===== config.mk =====
export PLATFORM = sky130hd
export DESIGN_NAME = geo_probe_top
export DESIGN_NICKNAME = d
export VERILOG_FILES = /design/src/rtl/geo_pkg.sv /design/src/rtl/geo_alias_window.sv /design/src/rtl/geo_sweep_fsm.sv /design/src/rtl/geo_result_calc.sv /design/src/rtl/geo_probe_top.sv
export SDC_FILE = /design/constraint.sdc
export NUM_CORES = 1
export LEC_CHECK = 0
export ABC_AREA = 1
export BUFFER_PORTS_ARGS = -buffer_cell sky130_fd_sc_hd__buf_2
export CAP_MARGIN = 20
export CORE_ASPECT_RATIO = 0.9
export CORE_UTILIZATION = 40
export CTS_CLUSTER_DIAMETER = 150
export CTS_CLUSTER_SIZE = 24
export DETAILED_ROUTE_END_ITERATION = 12
export MAX_ROUTING_LAYER = met4
export PLACE_DENSITY = 0.67
export SYNTH_ARGS = -nofsm -noshare
export SYNTH_HDL_FRONTEND = slang
export SYNTH_SLANG_ARGS = --single-unit

===== constraint.sdc =====
create_clock -name clk -period 4.3 [get_ports clk]
set_clock_uncertainty 0.2 [all_clocks]
set_input_delay 0.43 -clock clk [delete_from_list [all_inputs] [get_ports clk]]
set_output_delay 0.43 -clock clk [all_outputs]
set_load 0.01 [all_outputs]

===== src/rtl/geo_pkg.sv =====
package geo_pkg;
   localparam int EXP_W  = 6;
   localparam int WORD_W = 32;

   typedef enum logic [1:0] {
      SW_IDLE,
      SW_COL,
      SW_ROW,
      SW_BANK
   } sweep_e;
endpackage


===== src/rtl/geo_alias_window.sv =====
module geo_alias_window
   import geo_pkg::*;
#(
   parameter int AW    = 40,
   parameter int WORDS = 64,
   parameter int BASE  = 0
) (
   input  logic              clk,
   input  logic              rst_n,
   input  logic              go,
   input  logic [AW-1:0]     offset,
   output logic              rd_req,
   output logic [AW-1:0]     rd_addr,
   input  logic              rd_vld,
   input  logic [WORD_W-1:0] rd_data,
   output logic              fin,
   output logic              alias_hit,
   output logic              active
);
   localparam int IW = $clog2(WORDS);
   localparam int CW = $clog2(WORDS + 1);

   logic              act_q;
   logic              side_q;
   logic [IW-1:0]     idx_q;
   logic [CW-1:0]     hits_q;
   logic [WORD_W-1:0] first_q;
   logic [AW-1:0]     off_q;
   logic              fin_q;
   logic              alias_q;
   logic [CW:0]       xfer_q;
   logic              same;
   logic              last_pair;

   assign same      = (rd_data == first_q);
   assign last_pair = (idx_q == IW'(WORDS - 1));

   always_ff @(posedge clk or negedge rst_n) begin
      if (!rst_n) begin
         act_q   <= 1'b0;
         side_q  <= 1'b0;
         idx_q   <= '0;
         hits_q  <= '0;
         first_q <= '0;
         off_q   <= '0;
         fin_q   <= 1'b0;
         alias_q <= 1'b0;
         xfer_q  <= '0;
      end else begin
         fin_q <= 1'b0;
         if (go && !act_q) begin
            act_q  <= 1'b1;
            side_q <= 1'b0;
            idx_q  <= '0;
            hits_q <= '0;
            off_q  <= offset;
            xfer_q <= '0;
         end else if (act_q && rd_vld) begin
            xfer_q <= xfer_q + 1'b1;
            if (!side_q) begin
               first_q <= rd_data;
               side_q  <= 1'b1;
            end else begin
               side_q <= 1'b0;
               hits_q <= hits_q + CW'(same);
               if (last_pair) begin
                  act_q   <= 1'b0;
                  fin_q   <= 1'b1;
                  alias_q <= ((hits_q + CW'(same)) == CW'(WORDS));
               end else begin
                  idx_q <= idx_q + 1'b1;
               end
            end
         end
      end
   end

   assign rd_req    = act_q;
   assign rd_addr   = AW'(BASE) + (side_q ? off_q : '0) + AW'({idx_q, 2'b00});
   assign fin       = fin_q;
   assign alias_hit = alias_q;
   assign active    = act_q;

   initial begin
      assert (WORDS >= 2) else $error("WORDS must be at least 2");
   end

   // a waiting request keeps its address
   p_addr_hold_r7: assert property (@(posedge clk) disable iff (!rst_n)
      (rd_req && !rd_vld) |=> (rd_req && $stable(rd_addr)));

   // a test ends only after all 2*WORDS transfers
   p_full_count_r1: assert property (@(posedge clk) disable iff (!rst_n)
      fin_q |-> (xfer_q == (CW+1)'(2 * WORDS)));
endmodule


===== src/rtl/geo_sweep_fsm.sv =====
module geo_sweep_fsm
   import geo_pkg::*;
#(
   parameter int AW     = 40,
   parameter int COL_LO = 7,
   parameter int COL_HI = 19,
   parameter int ROW_LO = 11,
   parameter int ROW_HI = 15
) (
   input  logic             clk,
   input  logic             rst_n,
   input  logic             start,
   input  logic             bus32,
   input  logic [1:0]       rank_in,
   input  logic [1:0]       chan_in,
   input  logic             test_fin,
   input  logic             test_alias,
   output logic             test_go,
   output logic [AW-1:0]    test_offset,
   output logic             busy,
   output logic             done,
   output logic [EXP_W-1:0] craw,
   output logic [EXP_W-1:0] rows,
   output logic             bank8,
   output logic [1:0]       shift,
   output logic [1:0]       rank,
   output logic [1:0]       chan
);
   sweep_e           state_q;
   logic [EXP_W-1:0] cur_q;
   logic [EXP_W-1:0] craw_q;
   logic [EXP_W-1:0] rows_q;
   logic             bank8_q;
   logic             done_q;
   logic             go_q;
   logic [AW-1:0]    off_q;
   logic [1:0]       shift_q;
   logic [1:0]       rank_q;
   logic [1:0]       chan_q;

   logic             col_last;
   logic             row_last;
   logic [EXP_W-1:0] col_pick;
   logic [EXP_W-1:0] row_pick;
   logic [EXP_W-1:0] next_exp;

   always_comb begin
      col_last = test_alias || (cur_q == EXP_W'(COL_HI));
      row_last = test_alias || (cur_q == EXP_W'(ROW_HI));
      col_pick = test_alias ? cur_q : EXP_W'(COL_HI + 1);
      row_pick = test_alias ? cur_q : EXP_W'(ROW_HI + 1);
      case (state_q)
         SW_IDLE: next_exp = EXP_W'(COL_LO);
         SW_COL:  next_exp = col_last ? EXP_W'(ROW_LO) + col_pick : cur_q + 1'b1;
         SW_ROW:  next_exp = row_last ? row_pick + craw_q + EXP_W'(2)
                                      : cur_q + 1'b1 + craw_q;
         default: next_exp = '0;
      endcase
   end

   always_ff @(posedge clk or negedge rst_n) begin
      if (!rst_n) begin
         state_q <= SW_IDLE;
         cur_q   <= '0;
         craw_q  <= '0;
         rows_q  <= '0;
         bank8_q <= 1'b0;
         done_q  <= 1'b0;
         go_q    <= 1'b0;
         off_q   <= '0;
         shift_q <= 2'd0;
         rank_q  <= 2'd0;
         chan_q  <= 2'd0;
      end else begin
         go_q <= 1'b0;
         case (state_q)
            SW_IDLE: if (start) begin
               shift_q <= bus32 ? 2'd2 : 2'd1;
               rank_q  <= rank_in;
               chan_q  <= chan_in;
               done_q  <= 1'b0;
               cur_q   <= EXP_W'(COL_LO);
               go_q    <= 1'b1;
               off_q   <= AW'(1) << next_exp;
               state_q <= SW_COL;
            end
            SW_COL: if (test_fin) begin
               go_q  <= 1'b1;
               off_q <= AW'(1) << next_exp;
               if (col_last) begin
                  craw_q  <= col_pick;
                  cur_q   <= EXP_W'(ROW_LO);
                  state_q <= SW_ROW;
               end else begin
                  cur_q <= cur_q + 1'b1;
               end
            end
            SW_ROW: if (test_fin) begin
               go_q  <= 1'b1;
               off_q <= AW'(1) << next_exp;
               if (row_last) begin
                  rows_q  <= row_pick;
                  state_q <= SW_BANK;
               end else begin
                  cur_q <= cur_q + 1'b1;
               end
            end
            default: if (test_fin) begin
               bank8_q <= !test_alias;
               done_q  <= 1'b1;
               state_q <= SW_IDLE;
            end
         endcase
      end
   end

   assign test_go     = go_q;
   assign test_offset = off_q;
   assign busy        = (state_q != SW_IDLE);
   assign done        = done_q;
   assign craw        = craw_q;
   assign rows        = rows_q;
   assign bank8       = bank8_q;
   assign shift       = shift_q;
   assign rank        = rank_q;
   assign chan        = chan_q;

   initial begin
      assert (COL_LO <= COL_HI && ROW_LO <= ROW_HI)
         else $error("sweep bounds out of order");
      assert (AW > ROW_HI + COL_HI + 4)
         else $error("AW too narrow for the largest probe offset");
   end

   // completion and activity never overlap
   p_done_busy_r8: assert property (@(posedge clk) disable iff (!rst_n)
      !(done_q && busy));

   // configuration latched at start is frozen during a run
   p_cfg_frozen_r9: assert property (@(posedge clk) disable iff (!rst_n)
      busy |=> ($stable(shift_q) && $stable(rank_q) && $stable(chan_q)));

   // the found column bit lies within the sweep (or one past it)
   p_col_range_r2: assert property (@(posedge clk) disable iff (!rst_n)
      done_q |-> (craw_q >= EXP_W'(COL_LO) && craw_q <= EXP_W'(COL_HI + 1)));

   // the found row count lies within the sweep (or one past it)
   p_row_range_r4: assert property (@(posedge clk) disable iff (!rst_n)
      done_q |-> (rows_q >= EXP_W'(ROW_LO) && rows_q <= EXP_W'(ROW_HI + 1)));
endmodule


===== src/rtl/geo_result_calc.sv =====
module geo_result_calc
   import geo_pkg::*;
#(
   parameter int PW = 32
) (
   input  logic [EXP_W-1:0] craw,
   input  logic [EXP_W-1:0] rows,
   input  logic             bank8,
   input  logic [1:0]       shift,
   input  logic [1:0]       rank,
   input  logic [1:0]       chan,
   output logic [EXP_W-1:0] col_bits,
   output logic [PW-1:0]    page_bytes,
   output logic [EXP_W-1:0] size_log2
);
   assign col_bits   = craw - EXP_W'(shift);
   assign page_bytes = PW'(1) << (col_bits + EXP_W'(shift));
   assign size_log2  = EXP_W'(rank) + rows + EXP_W'(bank8) + col_bits
                     + EXP_W'(chan) + EXP_W'(shift);
endmodule


===== src/rtl/geo_probe_top.sv =====
module geo_probe_top
   import geo_pkg::*;
#(
   parameter int AW     = 40,
   parameter int WORDS  = 64,
   parameter int BASE   = 0,
   parameter int COL_LO = 7,
   parameter int COL_HI = 19,
   parameter int ROW_LO = 11,
   parameter int ROW_HI = 15,
   parameter int PW     = 32
) (
   input  logic              clk,
   input  logic              rst_n,
   input  logic              start,
   input  logic              bus32,
   input  logic [1:0]        rank_cnt,
   input  logic [1:0]        chan_cnt,
   output logic              rd_req,
   output logic [AW-1:0]     rd_addr,
   input  logic              rd_vld,
   input  logic [WORD_W-1:0] rd_data,
   output logic              busy,
   output logic              done,
   output logic [EXP_W-1:0]  col_bits,
   output logic [EXP_W-1:0]  row_bits,
   output logic              bank8,
   output logic [PW-1:0]     page_bytes,
   output logic [EXP_W-1:0]  size_log2
);
   logic             t_go;
   logic [AW-1:0]    t_off;
   logic             t_fin;
   logic             t_alias;
   logic             t_active;
   logic [EXP_W-1:0] craw;
   logic [1:0]       shift;
   logic [1:0]       rank;
   logic [1:0]       chan;

   geo_sweep_fsm #(
      .AW(AW), .COL_LO(COL_LO), .COL_HI(COL_HI),
      .ROW_LO(ROW_LO), .ROW_HI(ROW_HI)
   ) u_sweep (
      .clk(clk), .rst_n(rst_n), .start(start), .bus32(bus32),
      .rank_in(rank_cnt), .chan_in(chan_cnt),
      .test_fin(t_fin), .test_alias(t_alias),
      .test_go(t_go), .test_offset(t_off),
      .busy(busy), .done(done), .craw(craw), .rows(row_bits),
      .bank8(bank8), .shift(shift), .rank(rank), .chan(chan)
   );

   geo_alias_window #(.AW(AW), .WORDS(WORDS), .BASE(BASE)) u_window (
      .clk(clk), .rst_n(rst_n), .go(t_go), .offset(t_off),
      .rd_req(rd_req), .rd_addr(rd_addr), .rd_vld(rd_vld), .rd_data(rd_data),
      .fin(t_fin), .alias_hit(t_alias), .active(t_active)
   );

   geo_result_calc #(.PW(PW)) u_calc (
      .craw(craw), .rows(row_bits), .bank8(bank8), .shift(shift),
      .rank(rank), .chan(chan),
      .col_bits(col_bits), .page_bytes(page_bytes), .size_log2(size_log2)
   );

   // no read traffic while the engine is idle
   p_idle_quiet_r10: assert property (@(posedge clk) disable iff (!rst_n)
      !busy |-> !rd_req);

   // a new test is launched only once the previous one has ended
   p_one_test_r1: assert property (@(posedge clk) disable iff (!rst_n)
      t_go |-> !t_active);
endmodule


==> results.md, run 1 <==
- Clock buffer count from CTS: 17
- Slew Limit Headroom: 35.8%
- Routed wire length per instance: 14.3 um
- Violated checks: negative setup slack
- R2R setup slack: 680 ps
- Fmax: 230 MHz
- Final setup viols: 1
- Port bufs: 134
- Worst Path Buf+Inv: 3
- Tmin final: 4340 ps
- Congestion Overflow GR: 0
- Core Region: 24500 um^2
- Diodes inserted: 0
- Synth Instances: 1305
- Crit path kind: register to output port
- Final wirelength: 25.7 mm
- Proportion of layout cells with a drive suffix above 1: 18.4%
- Mux cell area share after synthesis: 3.45%
- Post-synthesis area per instance: 7.75 um^2
- Peak supply drop: 0.579 mV
- Die W: 170 um
- Max Root-Sink Buffers: 2
- Max-cap violations: 0
- CP endpoint kind: output port
- Htree depth: 4
- Number of DRC markers in iteration 0: 679
- DIE AREA: 25900 um^2
- TritonCTS clock tree: done
- Final Power: 0.00685 W
- Top Family by Delay on Critical Path: adder cells
- P&R area growth vs syn: 18.0%
- Hold Vio Cnt, Final: 0
- Hpwl dp: 19.7 mm
- Worst path most repeated cell: fa_1
- Area contributors post-synth: dfrtp_1 39%, nand2_1 15%, ha_1 5.7%
- R2r worst-path depth: 14
- Tcrit/Tclk final: 101%
- Antenna violations before repair: 0
- Cell chain of the critical path: buf_4, fa_1, fa_1, fa_1, ha_2, inv_1, fa_2, o21ai_2, a21oi_4, xnor2_2, xnor2_1, buf_2
- Most frequent cells in the layout: 410 x nand2_1, 158 x dfrtp_1, 133 x buf_2
- Worst Hold Class: primary input to register
- Clock transition at path regs: 70 ps
- Vias per Instance: 4.97
- Crit path capture: size_log2[5]
- Synth warn: 0
- Async SR Flop Fraction: 100%
- Yosys top cell area share: 39.1%
- Worst setup margin: -38.8 ps
- CP peak stage delay: 510 ps
- Layout Cells excl Fill: 1794
- Critical Path RT: 3670 ps
- Syn Std Cell Area: 10100 um^2
- Hold path startpoint: rank_cnt[0]
- Cell Rows: 54
- Slew @ Worst Pin: 963 ps
- CP max-delay cell: fa_1
- Reg-to-reg endpoint: u_sweep.test_offset[1]
- Worst r2r src: u_window.alias_hit
- Worst EP arrival: 3710 ps
- DR vias: 8925
- Commonest non-fill, non-tap cell in the layout: nand2_1
- Largest family of logic cells by synthesized area: simple AND/OR/NAND/NOR gates
- Sequential share of the synthesized area: 39.1%
- Critical Path Start: u_sweep.shift[1]
- First-pass iteration count of the detailed router: 5
- All-layer global routing usage: 21.1%
- Unrepaired setup endpoints after global routing: yes
- Clk sinks: 158
- Largest net degree at the start of global routing: 105
- Max FO, Critical Path: 2
- Vias in the first global route: 8655
- Status: finished, violations left
- Simple-Gate Fraction of Synth Area: 29.1%
- Residual DRC: 0
- # IOs: 135
- First-pass GRT wire length: 42.7 mm
- Max Slew Vio Count: 0
- CP Launch Type: register
- XOR/XNOR Fraction of Synth Area: 7.93%
- Leakage: 5.99 nW
- Most used DFF post-synth: dfrtp_1
- Nets@finish: 1542
- Die height: 153 um
- Power per Cell Area: 574 nW/um^2
- Seq cells post-synth: 158
- Cell Count Post-Placement: 1757
- Post-Syn Nets: 1402
- Post-Synth Adder-Cell Area: 7.67%
- FILL cells: 2395
- Levels on crit path: 12
- Compound-Gate Fraction of Synth Area: 5.95%
- Clk_lat worst skew: 430 ps
- Placer congestion estimate: 0.972
- Root buf cell: clkbuf_16
- ANT nets after route: 0
- Post-synth EDFFs: 0
- Unique cell type count in the Yosys netlist: 51
- Yosys top cell by area: dfrtp_1
- Starting Density: 41.2%
[Yosys cell counts (9+ instances only)]
cell type and number:
nand4_1 23, a21oi_1 21, xor2_1 35, nor3_1 27, o21ai_0 67, mux2_2 31, ha_1 46, nand2_1 410
nor2_1 113, nand3_1 81, inv_1 127, xnor2_1 51, fa_1 10, dfrtp_1 158, nor4_1 9, clkbuf_1 18
[worst min path at each step]
stage                             end  slack, ps  cells after the start
finish                u_sweep.rank[0]         20                      3
global route          u_sweep.chan[1]         10                      3
CTS                   u_sweep.chan[1]          2                      3
detailed placement  u_window.off_q[3]        260                      2
global placement    u_window.off_q[4]        260                      2
floorplan               u_sweep.bank8        -70                      0
[power breakdown]
group / total (W) / leakage (nW) / internal (W) / switching (W)
Clock: 0.00155 / 0.292 / 0.000880 / 0.000667
Combinational: 0.00341 / 3.62 / 0.00131 / 0.00210
Sequential: 0.00190 / 2.08 / 0.00171 / 0.000189
Total: 0.00685 / 5.99 / 0.00390 / 0.00295
[metal layers]
metal	vias to the layer above	track usage [%]	share of wire (%)
met5	-	-	0
met2	252	31.5	45
met4	0	5.49	1.6
met3	35	3.75	4.8
met1	4186	29.4	49
li1	4452	-	-
[cell families (layout without fill, tap and decap cells)]
group           count (synthesis)  in the layout
buf+inv                       167            320
fa+ha+maj                      56             56
xor+xnor                       89             89
simple gates                  695            695
flops                         158            158
compound gates                109            109
mux                            31             31
[worst register-to-register path, cell delays in order, from the launching register on]
cell	delay (ps)
dfrtp_1	600
nand2_1	260
ha_1	340
inv_1	60
ha_1	170
inv_1	60
fa_1	390
xnor2_1	150
nand2_1	70
nand2_1	80
nand2_1	100
a21oi_2	550
nor2_1	270
nand3_1	140
nand2_1	70
[area by class of cell]
| cell class | count | area (um^2) | share of cell area, % |
|---|---|---|---|
| repair buffers | 154 | 830 | 6.96 |
| clock buffers | 18 | 429 | 3.60 |
| multi-input cells | 980 | 5610 | 47.1 |
| flip-flops and latches | 158 | 3950 | 33.2 |
| clock inverters | 14 | 176 | 1.48 |
| well taps | 336 | 420 | 3.52 |
| inverters | 134 | 503 | 4.22 |
[timing repair]
| action | 4_1_cts | 5_1_grt |
|---|---|---|
| gates resized for setup | 14 | 6 |
| endpoints found under the setup margin | 1 | 2 |
| hold endpoints to repair | 102 | 0 |
| setup buffers | 2 | 2 |
| hold buffers | 1 | 0 |
| pin swaps | 9 | 7 |
[registers in the layout (all words and copies together), names as in the netlist, 6 cells and up]
| register | flops |
|---|---|
| u_window.first_q | 32 |
| u_sweep.test_offset | 40 |
| u_window.idx_q | 6 |
| u_sweep.cur_q | 6 |
| u_window.hits_q | 7 |
| u_sweep.rows | 6 |
| u_window.off_q | 40 |
| u_sweep.craw | 6 |
[per-stage QoR]
| step | utilization, % | cell area [um^2] | setup WS [ps] | hold WS [ps] | setup TNS, ps |
|---|---|---|---|---|---|
| 6_report | 48.6 | 11900 | -38.8 | 19.5 | -38.8 |
| 5_1_grt | 48.6 | 11900 | -181 | 11.3 | -281 |
| 4_1_cts | 48.4 | 11900 | 10.2 | 2.44 | 0 |
| 3_5_place_dp | 45.5 | 11100 | 212 | 259 | 0 |
| 3_3_place_gp | 45.5 | 11100 | 247 | 256 | 0 |
| 2_1_floorplan | - | 10100 | 188 | -65.6 | 0 |
No activity file was read; power rests on OpenSTA's default activity.
==> run 2, diff against run 1 <==
--- a/config.mk
+++ b/config.mk
@@ -15,6 +15,7 @@
 export DETAILED_ROUTE_END_ITERATION = 12
 export MAX_ROUTING_LAYER = met4
 export PLACE_DENSITY = 0.67
+export SKIP_CTS_REPAIR_TIMING = 1
 export SYNTH_ARGS = -nofsm -noshare
 export SYNTH_HDL_FRONTEND = slang
 export SYNTH_SLANG_ARGS = --single-unit
==> constraint.sdc (replaced) <==
create_clock -name clk -period 5.1 [get_ports clk]
set_clock_uncertainty 0.2 [all_clocks]
set_input_delay 0.51 -clock clk [delete_from_list [all_inputs] [get_ports clk]]
set_output_delay 0.51 -clock clk [all_outputs]
set_load 0.01 [all_outputs]
==> results.md, run 2 (same netlist as run 1, synthesis figures left out) <==
- Slew @ Worst Pin: 878 ps (-85.2 ps)
- Final setup TNS: 0 ps (+38.8 ps)
- Htree depth: 4 (unchanged)
- Worst Hold Class: primary input to async pin
- Grt met1 use: 29.5% (+0.076 points)
- Critical Path RT: 4390 ps (+720 ps)
- Switching share of power: 42.4% (-0.66 points)
- ANT nets after route: 0 (unchanged)
- Top Family by Delay on Critical Path: adder cells
- Pint: 0.00323 W (-17%)
- CP endpoint kind: output port
- Crit path kind: register to output port
- Number of DRC markers in iteration 0: 727 (+7.1%)
- Root buf cell: clkbuf_16
- All-layer global routing usage: 21.7% (+0.60 points)
- Max-cap violations: 0 (unchanged)
- P&R area growth vs syn: 16.3%
- Sequential share of power: 28.6% (+0.9 points)
- Nets@finish: 1529 (-0.84%)
- CP Launch Type: register
- Antenna violations before repair: 3 (+3)
- First-pass iteration count of the detailed router: 5 (unchanged)
- Port bufs: 134 (unchanged)
- DR vias: 8914 (-0.12%)
- Vias per Instance: 5.00 (+0.49%)
- Max Slew Vio Count: 0 (unchanged)
- DIE AREA: 25900 um^2 (unchanged)
- Worst Path Buf+Inv: 4 (+1)
- Die height: 153 um (unchanged)
- Final Power: 0.00561 W (-18%)
- P_sw: 0.00238 W (-19%)
- Clock transition at path regs: 70 ps (about the same)
- Violated checks: negative hold slack
- Clock power frac: 25.2% (+2.6 points)
- CP peak stage delay: 460 ps (-50 ps)
- Core Region: 24500 um^2 (unchanged)
- Max Root-Sink Buffers: 2 (unchanged)
- GR Layer Usage met3: 4.32% (+0.57 points)
- Placer congestion estimate: 0.978 (+0.62%)
- Tcrit/Tclk final: 94.7%
- Largest net degree at the start of global routing: 82 (-22%)
- Clock buffer count from CTS: 17 (unchanged)
- Final setup viols: 0 (-1)
- Cell chain of the critical path: inv_2, ha_1, inv_1, fa_1, xnor2_2, ha_1, ha_1, ha_1, inv_1, fa_1, o21ai_1, a21oi_1, xnor2_1, xnor2_1, buf_2
- Most frequent cells in the layout: 410 x nand2_1, 157 x dfrtp_1, 133 x buf_2
- Worst path most repeated cell: ha_1
- Clk sinks: 158 (unchanged)
- Starting Density: 41.2% (unchanged)
- TritonCTS clock tree: done
- Worst hold margin: -73.0 ps (-92.5 ps)
- # IOs: 135 (unchanged)
- Fmax: 207 MHz
- Hold Vio Cnt, Final: 66 (+66)
- Leakage: 5.95 nW (-0.81%)
- Status: finished, violations left
- Gate power share: 46.3% (-3.4 points)
- FILL cells: 2456 (+2.5%)
- Peak supply drop: 0.370 mV (-36%)
- Power per Cell Area: 477 nW/um^2 (-17%)
- Final wirelength: 26.6 mm (+3.4%)
- Vias in the first global route: 8725 (+0.81%)
- Die W: 170 um (unchanged)
- GRT met2 Usage: 32.7% (+1.2 points)
- Proportion of layout cells with a drive suffix above 1: 17.0% (-1.5 points)
- Busiest grt layer: met2
- Unrepaired setup endpoints after global routing: no
- Worst EP arrival: 4120 ps (+410 ps)
- Routed wire length per instance: 14.9 um (+4.0%)
- Congestion Overflow GR: 0 (unchanged)
- Tmin final: 4830 ps
- Cell Rows: 54 (unchanged)
- Clk_lat worst skew: 430 ps (about the same)
- Slew Limit Headroom: 41.3% (+5.5 points)
- Hpwl dp: 20.4 mm (+3.6%)
- Commonest non-fill, non-tap cell in the layout: nand2_1
- CP max-delay cell: dfrtp_2
- First-pass GRT wire length: 43.6 mm (+2.1%)
- Max FO, Critical Path: 7 (+5)
- Residual DRC: 0 (unchanged)
-- run 2: final cells by class --
cell class	count	area, um^2	share of cell area (%)
flip-flops and latches	158	3960	33.6
well taps	336	420	3.57
diodes	2	5.00	0.0425
multi-input cells	980	5500	46.7
inverters	134	503	4.28
repair buffers	141	729	6.20
clock buffers	19	453	3.85
clock inverters	13	199	1.69
-- run 2: through the flow --
step	utilization (%)	worst slack, ps	cells	instance area (um^2)	hold WS [ps]
floorplan	-	908	1305	10100	14.4
global placement	45.2	731	1749	11100	254
global route	48.0	4.00	1783	11800	-0.175
finish	48.0	271	1783	11800	-73.0
detailed placement	45.2	573	1749	11100	260
CTS	47.9	65.5	1781	11700	-34.7
-- run 2: routing by layer --
| metal | part of all wire (%) | wire [um] |
|---|---|---|
| met2 | 45 | 11800 |
| met5 | 0 | 0 |
| met4 | 1.8 | 482 |
| met1 | 47 | 12600 |
| met3 | 6.3 | 1680 |
-- run 2: worst paths after layout --
path,from,endpoint,slack (ps),cells past startpoint
setup / recovery,u_sweep.craw[0],size_log2[5],270,15
hold / removal,rst_n,u_window.off_q[32],-70,1
setup reg to reg,u_window.alias_hit,u_sweep.test_offset[2],1310,12
hold reg to reg,u_sweep.test_offset[2],u_window.off_q[2],270,2
max in group asynchronous,rst_n,u_sweep.craw[0],3670,2
min in group clk,chan_cnt[1],u_sweep.chan[1],90,3
-- run 2: power by group through the flow --
stage               Clock, W  Combinational, W  Sequential [W]
finish               0.00141           0.00260         0.00160
global route         0.00149           0.00294         0.00163
CTS                  0.00143           0.00260         0.00160
detailed placement         0           0.00258         0.00162
global placement           0           0.00254         0.00161
floorplan                  0           0.00193         0.00157
